===== config.mk =====
export PLATFORM = sky130hd
export DESIGN_NAME = blk_sec_filter
export DESIGN_NICKNAME = d
export VERILOG_FILES = /design/src/rtl/bsf_pkg.sv /design/src/rtl/bsf_table.sv /design/src/rtl/bsf_gate.sv /design/src/rtl/bsf_intr.sv /design/src/rtl/blk_sec_filter.sv
export SDC_FILE = /design/constraint.sdc
export NUM_CORES = 1
export LEC_CHECK = 0
export BUFFER_PORTS_ARGS = -buffer_cell sky130_fd_sc_hd__buf_2
export CAP_MARGIN = 20
export CELL_PAD_IN_SITES_DETAIL_PLACEMENT = 0
export CELL_PAD_IN_SITES_GLOBAL_PLACEMENT = 1
export CORE_UTILIZATION = 49
export CTS_BUF_LIST = sky130_fd_sc_hd__clkbuf_8
export DETAILED_ROUTE_END_ITERATION = 12
export GPL_TIMING_DRIVEN = 0
export PLACE_DENSITY = 0.84
export SETUP_SLACK_MARGIN = 0.2
export SYNTH_ARGS = -nofsm -noshare
export SYNTH_HDL_FRONTEND = slang
export SYNTH_HIERARCHICAL = 1
export SYNTH_SLANG_ARGS = --single-unit
export TNS_END_PERCENT = 1

===== constraint.sdc =====
create_clock -name clk -period 3 [get_ports clk]
set_input_delay 0.45 -clock clk [delete_from_list [all_inputs] [get_ports clk]]
set_output_delay 0.45 -clock clk [all_outputs]
set_load 0.02 [all_outputs]

===== src/rtl/bsf_pkg.sv =====
package bsf_pkg;
  localparam int REG_AW = 3;

  typedef enum logic [REG_AW-1:0] {
    RS_INDEX  = 3'd0,
    RS_WORD   = 3'd1,
    RS_STATUS = 3'd2,
    RS_ENABLE = 3'd3,
    RS_CLEAR  = 3'd4
  } reg_sel_e;

  localparam int WORD_BITS = 32;
  localparam int BIT_SEL_W = 5;
endpackage


===== src/rtl/bsf_table.sv =====
module bsf_table #(
  parameter int LUT_WORDS = 8,
  localparam int WIDX_W = (LUT_WORDS > 1) ? $clog2(LUT_WORDS) : 1,
  localparam int SEL_W  = WIDX_W + bsf_pkg::BIT_SEL_W
) (
  input  logic              clk,
  input  logic              rst,
  input  logic              idx_we,
  input  logic              word_we,
  input  logic              wr_full,
  input  logic [31:0]       wr_data,
  input  logic [SEL_W-1:0]  blk_sel,
  output logic              cfg_bit,
  output logic [WIDX_W-1:0] cur_idx,
  output logic [31:0]       cur_word
);
  localparam logic [WIDX_W-1:0] LAST = WIDX_W'(LUT_WORDS - 1);

  logic [31:0]       mem_q [LUT_WORDS];
  logic [WIDX_W-1:0] idx_q;
  logic [31:0]       look_word;

  always_ff @(posedge clk) begin
    if (rst) begin
      for (int k = 0; k < LUT_WORDS; k++) mem_q[k] <= '0;
    end else if (word_we) begin
      mem_q[idx_q] <= wr_data;
    end
  end

  always_ff @(posedge clk) begin
    if (rst) begin
      idx_q <= '0;
    end else if (idx_we) begin
      idx_q <= WIDX_W'(wr_data % LUT_WORDS);
    end else if (word_we && wr_full) begin
      idx_q <= (idx_q == LAST) ? '0 : idx_q + 1'b1;
    end
  end

  always_comb begin
    look_word = mem_q[blk_sel[SEL_W-1:bsf_pkg::BIT_SEL_W]];
    cfg_bit   = look_word[blk_sel[bsf_pkg::BIT_SEL_W-1:0]];
  end

  assign cur_idx  = idx_q;
  assign cur_word = mem_q[idx_q];

  // index never leaves the table
  p_idx_range_r4: assert property (@(posedge clk) disable iff (rst)
    32'(idx_q) < LUT_WORDS);

  // partial word write leaves the index where it was
  p_partial_hold_r5: assert property (@(posedge clk) disable iff (rst)
    word_we && !wr_full |=> idx_q == $past(idx_q));

  // full word write moves the index
  p_full_moves_r5: assert property (@(posedge clk) disable iff (rst)
    word_we && wr_full && (LUT_WORDS > 1) |=> idx_q != $past(idx_q));
endmodule


===== src/rtl/bsf_gate.sv =====
module bsf_gate #(
  parameter int ADDR_W = 16
) (
  input  logic              clk,
  input  logic              rst,
  input  logic              up_valid,
  input  logic              up_write,
  input  logic              up_nonsec,
  input  logic [ADDR_W-1:0] up_addr,
  input  logic [31:0]       up_wdata,
  input  logic              cfg_bit,
  output logic              blocked,
  output logic              dn_valid,
  output logic              dn_write,
  output logic [ADDR_W-1:0] dn_addr,
  output logic [31:0]       dn_wdata,
  output logic              resp_valid,
  output logic              resp_err
);
  logic allow;

  assign allow   = (cfg_bit == up_nonsec);
  assign blocked = up_valid && !allow;

  always_ff @(posedge clk) begin
    if (rst) begin
      dn_valid   <= 1'b0;
      dn_write   <= 1'b0;
      dn_addr    <= '0;
      dn_wdata   <= '0;
      resp_valid <= 1'b0;
      resp_err   <= 1'b0;
    end else begin
      dn_valid   <= up_valid && allow;
      resp_valid <= up_valid;
      resp_err   <= up_valid && !allow;
      if (up_valid && allow) begin
        dn_write <= up_write;
        dn_addr  <= up_addr;
        dn_wdata <= up_wdata;
      end
    end
  end

  // matching world is forwarded with its address, no error
  p_pass_fwd_r2: assert property (@(posedge clk) disable iff (rst)
    up_valid && (cfg_bit == up_nonsec)
      |=> dn_valid && resp_valid && !resp_err && dn_addr == $past(up_addr));

  // mismatching world is stopped and answered with an error
  p_block_stop_r3: assert property (@(posedge clk) disable iff (rst)
    up_valid && (cfg_bit != up_nonsec) |=> !dn_valid && resp_valid && resp_err);
endmodule


===== src/rtl/bsf_intr.sv =====
module bsf_intr (
  input  logic clk,
  input  logic rst,
  input  logic hit,
  input  logic en_we,
  input  logic clr_we,
  input  logic wbit,
  output logic stat,
  output logic en,
  output logic irq
);
  logic stat_q, en_q;

  always_ff @(posedge clk) begin
    if (rst) begin
      stat_q <= 1'b0;
      en_q   <= 1'b0;
    end else begin
      if (hit)                 stat_q <= 1'b1;
      else if (clr_we && wbit) stat_q <= 1'b0;
      if (en_we)               en_q   <= wbit;
    end
  end

  assign stat = stat_q;
  assign en   = en_q;
  assign irq  = stat_q && en_q;

  // a blocked access always leaves the status set
  p_hit_sets_r7: assert property (@(posedge clk) disable iff (rst)
    hit |=> stat_q);

  // status only drops on a clear write of 1
  p_sticky_r7: assert property (@(posedge clk) disable iff (rst)
    stat_q && !(clr_we && wbit) |=> stat_q);

  // no interrupt while disabled
  p_irq_gated_r8: assert property (@(posedge clk) disable iff (rst)
    !en_q |-> !irq);
endmodule


===== src/rtl/blk_sec_filter.sv =====
module blk_sec_filter #(
  parameter int ADDR_W    = 16,
  parameter int BLK_BYTES = 256,
  parameter int LUT_WORDS = 8,
  localparam int OFF_W  = $clog2(BLK_BYTES),
  localparam int WIDX_W = (LUT_WORDS > 1) ? $clog2(LUT_WORDS) : 1,
  localparam int SEL_W  = WIDX_W + bsf_pkg::BIT_SEL_W
) (
  input  logic              clk,
  input  logic              rst,
  input  logic              up_valid,
  input  logic              up_write,
  input  logic              up_nonsec,
  input  logic [ADDR_W-1:0] up_addr,
  input  logic [31:0]       up_wdata,
  output logic              up_resp_valid,
  output logic              up_err,
  output logic [31:0]       up_rdata,
  output logic              dn_valid,
  output logic              dn_write,
  output logic [ADDR_W-1:0] dn_addr,
  output logic [31:0]       dn_wdata,
  input  logic [31:0]       dn_rdata,
  input  logic              reg_wen,
  input  logic              reg_ren,
  input  logic [2:0]        reg_addr,
  input  logic [31:0]       reg_wdata,
  input  logic              reg_full,
  output logic [31:0]       reg_rdata,
  output logic              irq
);
  import bsf_pkg::*;

  logic              idx_we, word_we, en_we, clr_we;
  logic              cfg_bit, blocked, stat, en;
  logic [WIDX_W-1:0] cur_idx;
  logic [31:0]       cur_word;
  logic [SEL_W-1:0]  blk_sel;
  logic              resp_valid, resp_err;

  assign blk_sel = up_addr[OFF_W +: SEL_W];

  assign idx_we  = reg_wen && (reg_addr == RS_INDEX);
  assign word_we = reg_wen && (reg_addr == RS_WORD);
  assign en_we   = reg_wen && (reg_addr == RS_ENABLE);
  assign clr_we  = reg_wen && (reg_addr == RS_CLEAR);

  bsf_table #(.LUT_WORDS(LUT_WORDS)) u_table (
    .clk(clk), .rst(rst),
    .idx_we(idx_we), .word_we(word_we), .wr_full(reg_full), .wr_data(reg_wdata),
    .blk_sel(blk_sel), .cfg_bit(cfg_bit),
    .cur_idx(cur_idx), .cur_word(cur_word)
  );

  bsf_gate #(.ADDR_W(ADDR_W)) u_gate (
    .clk(clk), .rst(rst),
    .up_valid(up_valid), .up_write(up_write), .up_nonsec(up_nonsec),
    .up_addr(up_addr), .up_wdata(up_wdata), .cfg_bit(cfg_bit),
    .blocked(blocked),
    .dn_valid(dn_valid), .dn_write(dn_write), .dn_addr(dn_addr), .dn_wdata(dn_wdata),
    .resp_valid(resp_valid), .resp_err(resp_err)
  );

  bsf_intr u_intr (
    .clk(clk), .rst(rst),
    .hit(blocked), .en_we(en_we), .clr_we(clr_we), .wbit(reg_wdata[0]),
    .stat(stat), .en(en), .irq(irq)
  );

  assign up_resp_valid = resp_valid;
  assign up_err        = resp_err;
  assign up_rdata      = (resp_valid && !resp_err) ? dn_rdata : '0;

  always_ff @(posedge clk) begin
    if (rst) begin
      reg_rdata <= '0;
    end else if (reg_ren) begin
      case (reg_addr)
        RS_INDEX:  reg_rdata <= 32'(cur_idx);
        RS_WORD:   reg_rdata <= cur_word;
        RS_STATUS: reg_rdata <= {31'd0, stat};
        RS_ENABLE: reg_rdata <= {31'd0, en};
        default:   reg_rdata <= '0;
      endcase
    end
  end

  // a blocked response never carries data
  p_blk_zero_r3: assert property (@(posedge clk) disable iff (rst)
    up_resp_valid && up_err |-> up_rdata == '0);

  // every forwarded request has a matching clean response
  p_fwd_resp_r2: assert property (@(posedge clk) disable iff (rst)
    dn_valid |-> up_resp_valid && !up_err);
endmodule


==> summary.txt <==
run status: complete, but fails checks
failing checks: negative setup slack
CTS sink cnt: 348
ys async rst share: 0
Hold-fix buffers, CTS: 0
dpl cell area: 19360 um^2
setup TNS: -0.6033 ns
RSZ-0062 raised after global routing: true
initial antenna violation count: 3
Yosys warning count: 6
core area: 35480 um^2
Final period util: 1.020
largest net degree at the start of global routing: 33
Clock Pin Slew Worst Setup and Hold Paths: 0.07 ns
Lkg Pwr: 8.193 nW
FILL cells: 2811
Post-Syn Area per Cell: 12.94 um^2
WL final: 55910 um
residual DRC count: 0
Switching Power: 2.977 mW
hold path startpoint: up_wdata[3]
fin util: 0.5942
Synth area leader: edfxtp_1
Root Buffer: clkbuf_8
P_int: 8.640 mW
Setup Viol. Count Final: 37
TritonCTS buffer count: 56
Synth cell types: 55
main area contributors after synthesis: edfxtp_1 44%, mux4_2 12%, dfxtp_1 10%, and2_1 10%, mux2i_1 3.2%
share of the synthesized area in the top cell type: 0.4369
Rows: 69
WHS: 0.07289 ns
placed cells: 2058
vias in the first global route: 12830
Avg WL per Cell: 25.73 um
synthesis-to-layout area growth: 19.83%
maximum vdd ir drop: 0.0003357 V
Seq/Total Area, Yosys: 0.5416
type of element capturing the critical path: flip-flop
vias per inst: 5.975
depth of the worst register-to-register path: 12
Clock Latency Late Sink: 0.62 ns
Max Fclk: 326.7 MHz
final instance area: 21090 um^2
nets: 1789
Total Routing Usage GR: 0.3043
H-tree depth: 2
Reg power frac: 0.470
Die ar.: 36670 um^2
number of synthesized register bits: 348
Overall Power: 11.62 mW
Comb power frac: 0.129
commonest non-fill, non-tap cell in the layout: and2_1
port bufs: 237
relative slew slack: 0.2723
Crit Reg-Reg Endpoint: u_gate/dn_wdata[16]
first-pass iteration count of the detailed router: 9
Most used DFF post-synth: edfxtp_1
Vias: 12980
Final min period: 3.061 ns
CTS tree: done
placer congestion estimate: 0.9089
Worst Max-Slew Pin Slew: 1.091 ns
synthesized cell area: 17600 um^2
grt total ovfl: 0
flop2flop setup slack: -0.01 ns
Multi-input gate area: 7719 um^2
first-pass GRT wire length: 80880 um
Data arrival, critical path: 3.60 ns
Synth Instances: 1360
commonest cells after routing, fill and taps aside: 289 x and2_1, 256 x edfxtp_1, 252 x buf_2
Initial Util: 0.4959
MaxCap Viol Count: 0
setup slack after layout: -0.06053 ns
crit path launch: up_addr[15]
DRT iter0 DRCs: 1145
setup slack after placement: -1.601 ns
Clock Power Share: 0.402
layout cells sized above 1: 0.3616
Syn Nets: 1485
Final Hold Fails: 0
I/O pins: 240
crit-path max FO: 10
Post-Route Skew: 0.02642 ns
CP Class: in -> reg
clock tree buffer depth: 3
Worst EP required: 3.54 ns
Register Area: 9529 um^2
Detailed Place HPWL: 37490 um
die height: 191.5 um
fin cells: 2173
worst min path class: in -> reg
CP startpoint kind: primary input
Post-synth EDFFs: 256
crit path capture: u_gate/dn_wdata[16]
die width: 191.5 um
final count of pins violating max slew: 0
R2R Path Start: u_table/mem_q[1][26]
switching part of the total power: 0.2562
ANT nets after route: 0
Pwr per Cell Area: 551.0 nW/um^2
[routing by layer]
layer / vias up / wire length, um / track usage
met5: - / 13 / 0
met2: 796 / 25800 / 0.4866
met4: 2 / 3288 / 0.1868
met1: 6361 / 20930 / 0.3694
li1: 5660 / - / -
met3: 164 / 5880 / 0.07784
[what timing repair did]
item	CTS	global route
buffers inserted	6	2
gates cloned	1	0
resized for setup	37	40
pin swaps	8	11
endpoints found under the setup margin	87	119
[cell type report]
type | instances | share of cell area
Tap cell | 461 | 0.02736
Clock inverter | 37 | 0.01751
Clock buffer | 66 | 0.04308
Timing Repair Buffer | 246 | 0.06059
Sequential cell | 348 | 0.4519
Antenna cell | 3 | 0.0003560
Buffer | 109 | 0.03240
Inverter | 4 | 0.0007121
Multi-Input combinational cell | 899 | 0.3661
[power by group through the flow]
stage | clock, mW | combinational [mW] | sequential, mW
after floorplan | 0 | 0.778 | 5.58
after global placement | 0 | 1.34 | 5.54
after detailed placement | 0 | 1.35 | 5.55
after CTS | 4.72 | 1.43 | 5.45
after global routing | 4.96 | 1.57 | 5.47
final | 4.66 | 1.50 | 5.46
[cells in the mapped netlist, drive strengths merged, types with 19 or more instances]
library cell / number
and2: 289
o21ai: 50
dfxtp: 92
mux4: 95
a21oi: 85
mux2: 35
a211oi: 19
buf: 50
o22ai: 28
nand3: 52
mux2i: 57
clkbuf: 59
nor2b: 52
edfxtp: 256
nor2: 59
[flip-flops by register name, indices dropped and copies added, names as in the netlist, 3 cells and up, named ones only]
name             count
u_table/mem_q      256
reg_rdata           32
u_gate/dn_wdata     32
u_gate/dn_addr      16
u_table/cur_idx      3
[how the worst min path moves through the flow]
stage | endpoint | slack, ns | cells past startpoint
2_1_floorplan | u_intr/en | 0.47 | 2
3_3_place_gp | u_gate/dn_wdata[5] | 0.46 | 2
3_5_place_dp | u_gate/dn_wdata[9] | 0.47 | 2
4_1_cts | u_gate/dn_wdata[3] | 0.04 | 3
5_1_grt | u_gate/dn_wdata[0] | 0.06 | 3
6_report | u_gate/dn_wdata[3] | 0.07 | 3
[critical path: stages]
cell and delay (ns):
buf_2 0.29, buf_4 0.30, clkbuf_4 0.35, nand2_1 0.13, o22ai_1 0.21, nor4_1 0.09, a31oi_2 0.24, nand2_1 0.19
a211oi_4 0.30, a31oi_4 0.06, buf_12 0.16, xnor2_4 0.26, buf_6 0.19, nand3_2 0.19, a21oi_1 0.18
[cells by family (layout without fill, tap and decap cells)]
| kind of cell | after synthesis | after routing | synth area share |
|---|---|---|---|
| muxes | 187 | 187 | 0.1766 |
| DFF | 348 | 348 | 0.5416 |
| and+or+nand+nor | 513 | 513 | 0.1756 |
| xor gates and xnor gates | 2 | 2 | 0.001849 |
| adders and majority gates | 2 | 2 | 0.001422 |
| other | 0 | 3 | 0 |
| AOI/OAI and AO/OA | 195 | 195 | 0.06734 |
| buffers and inverters | 113 | 462 | 0.03562 |
No activity file was read; power rests on OpenSTA's default activity.
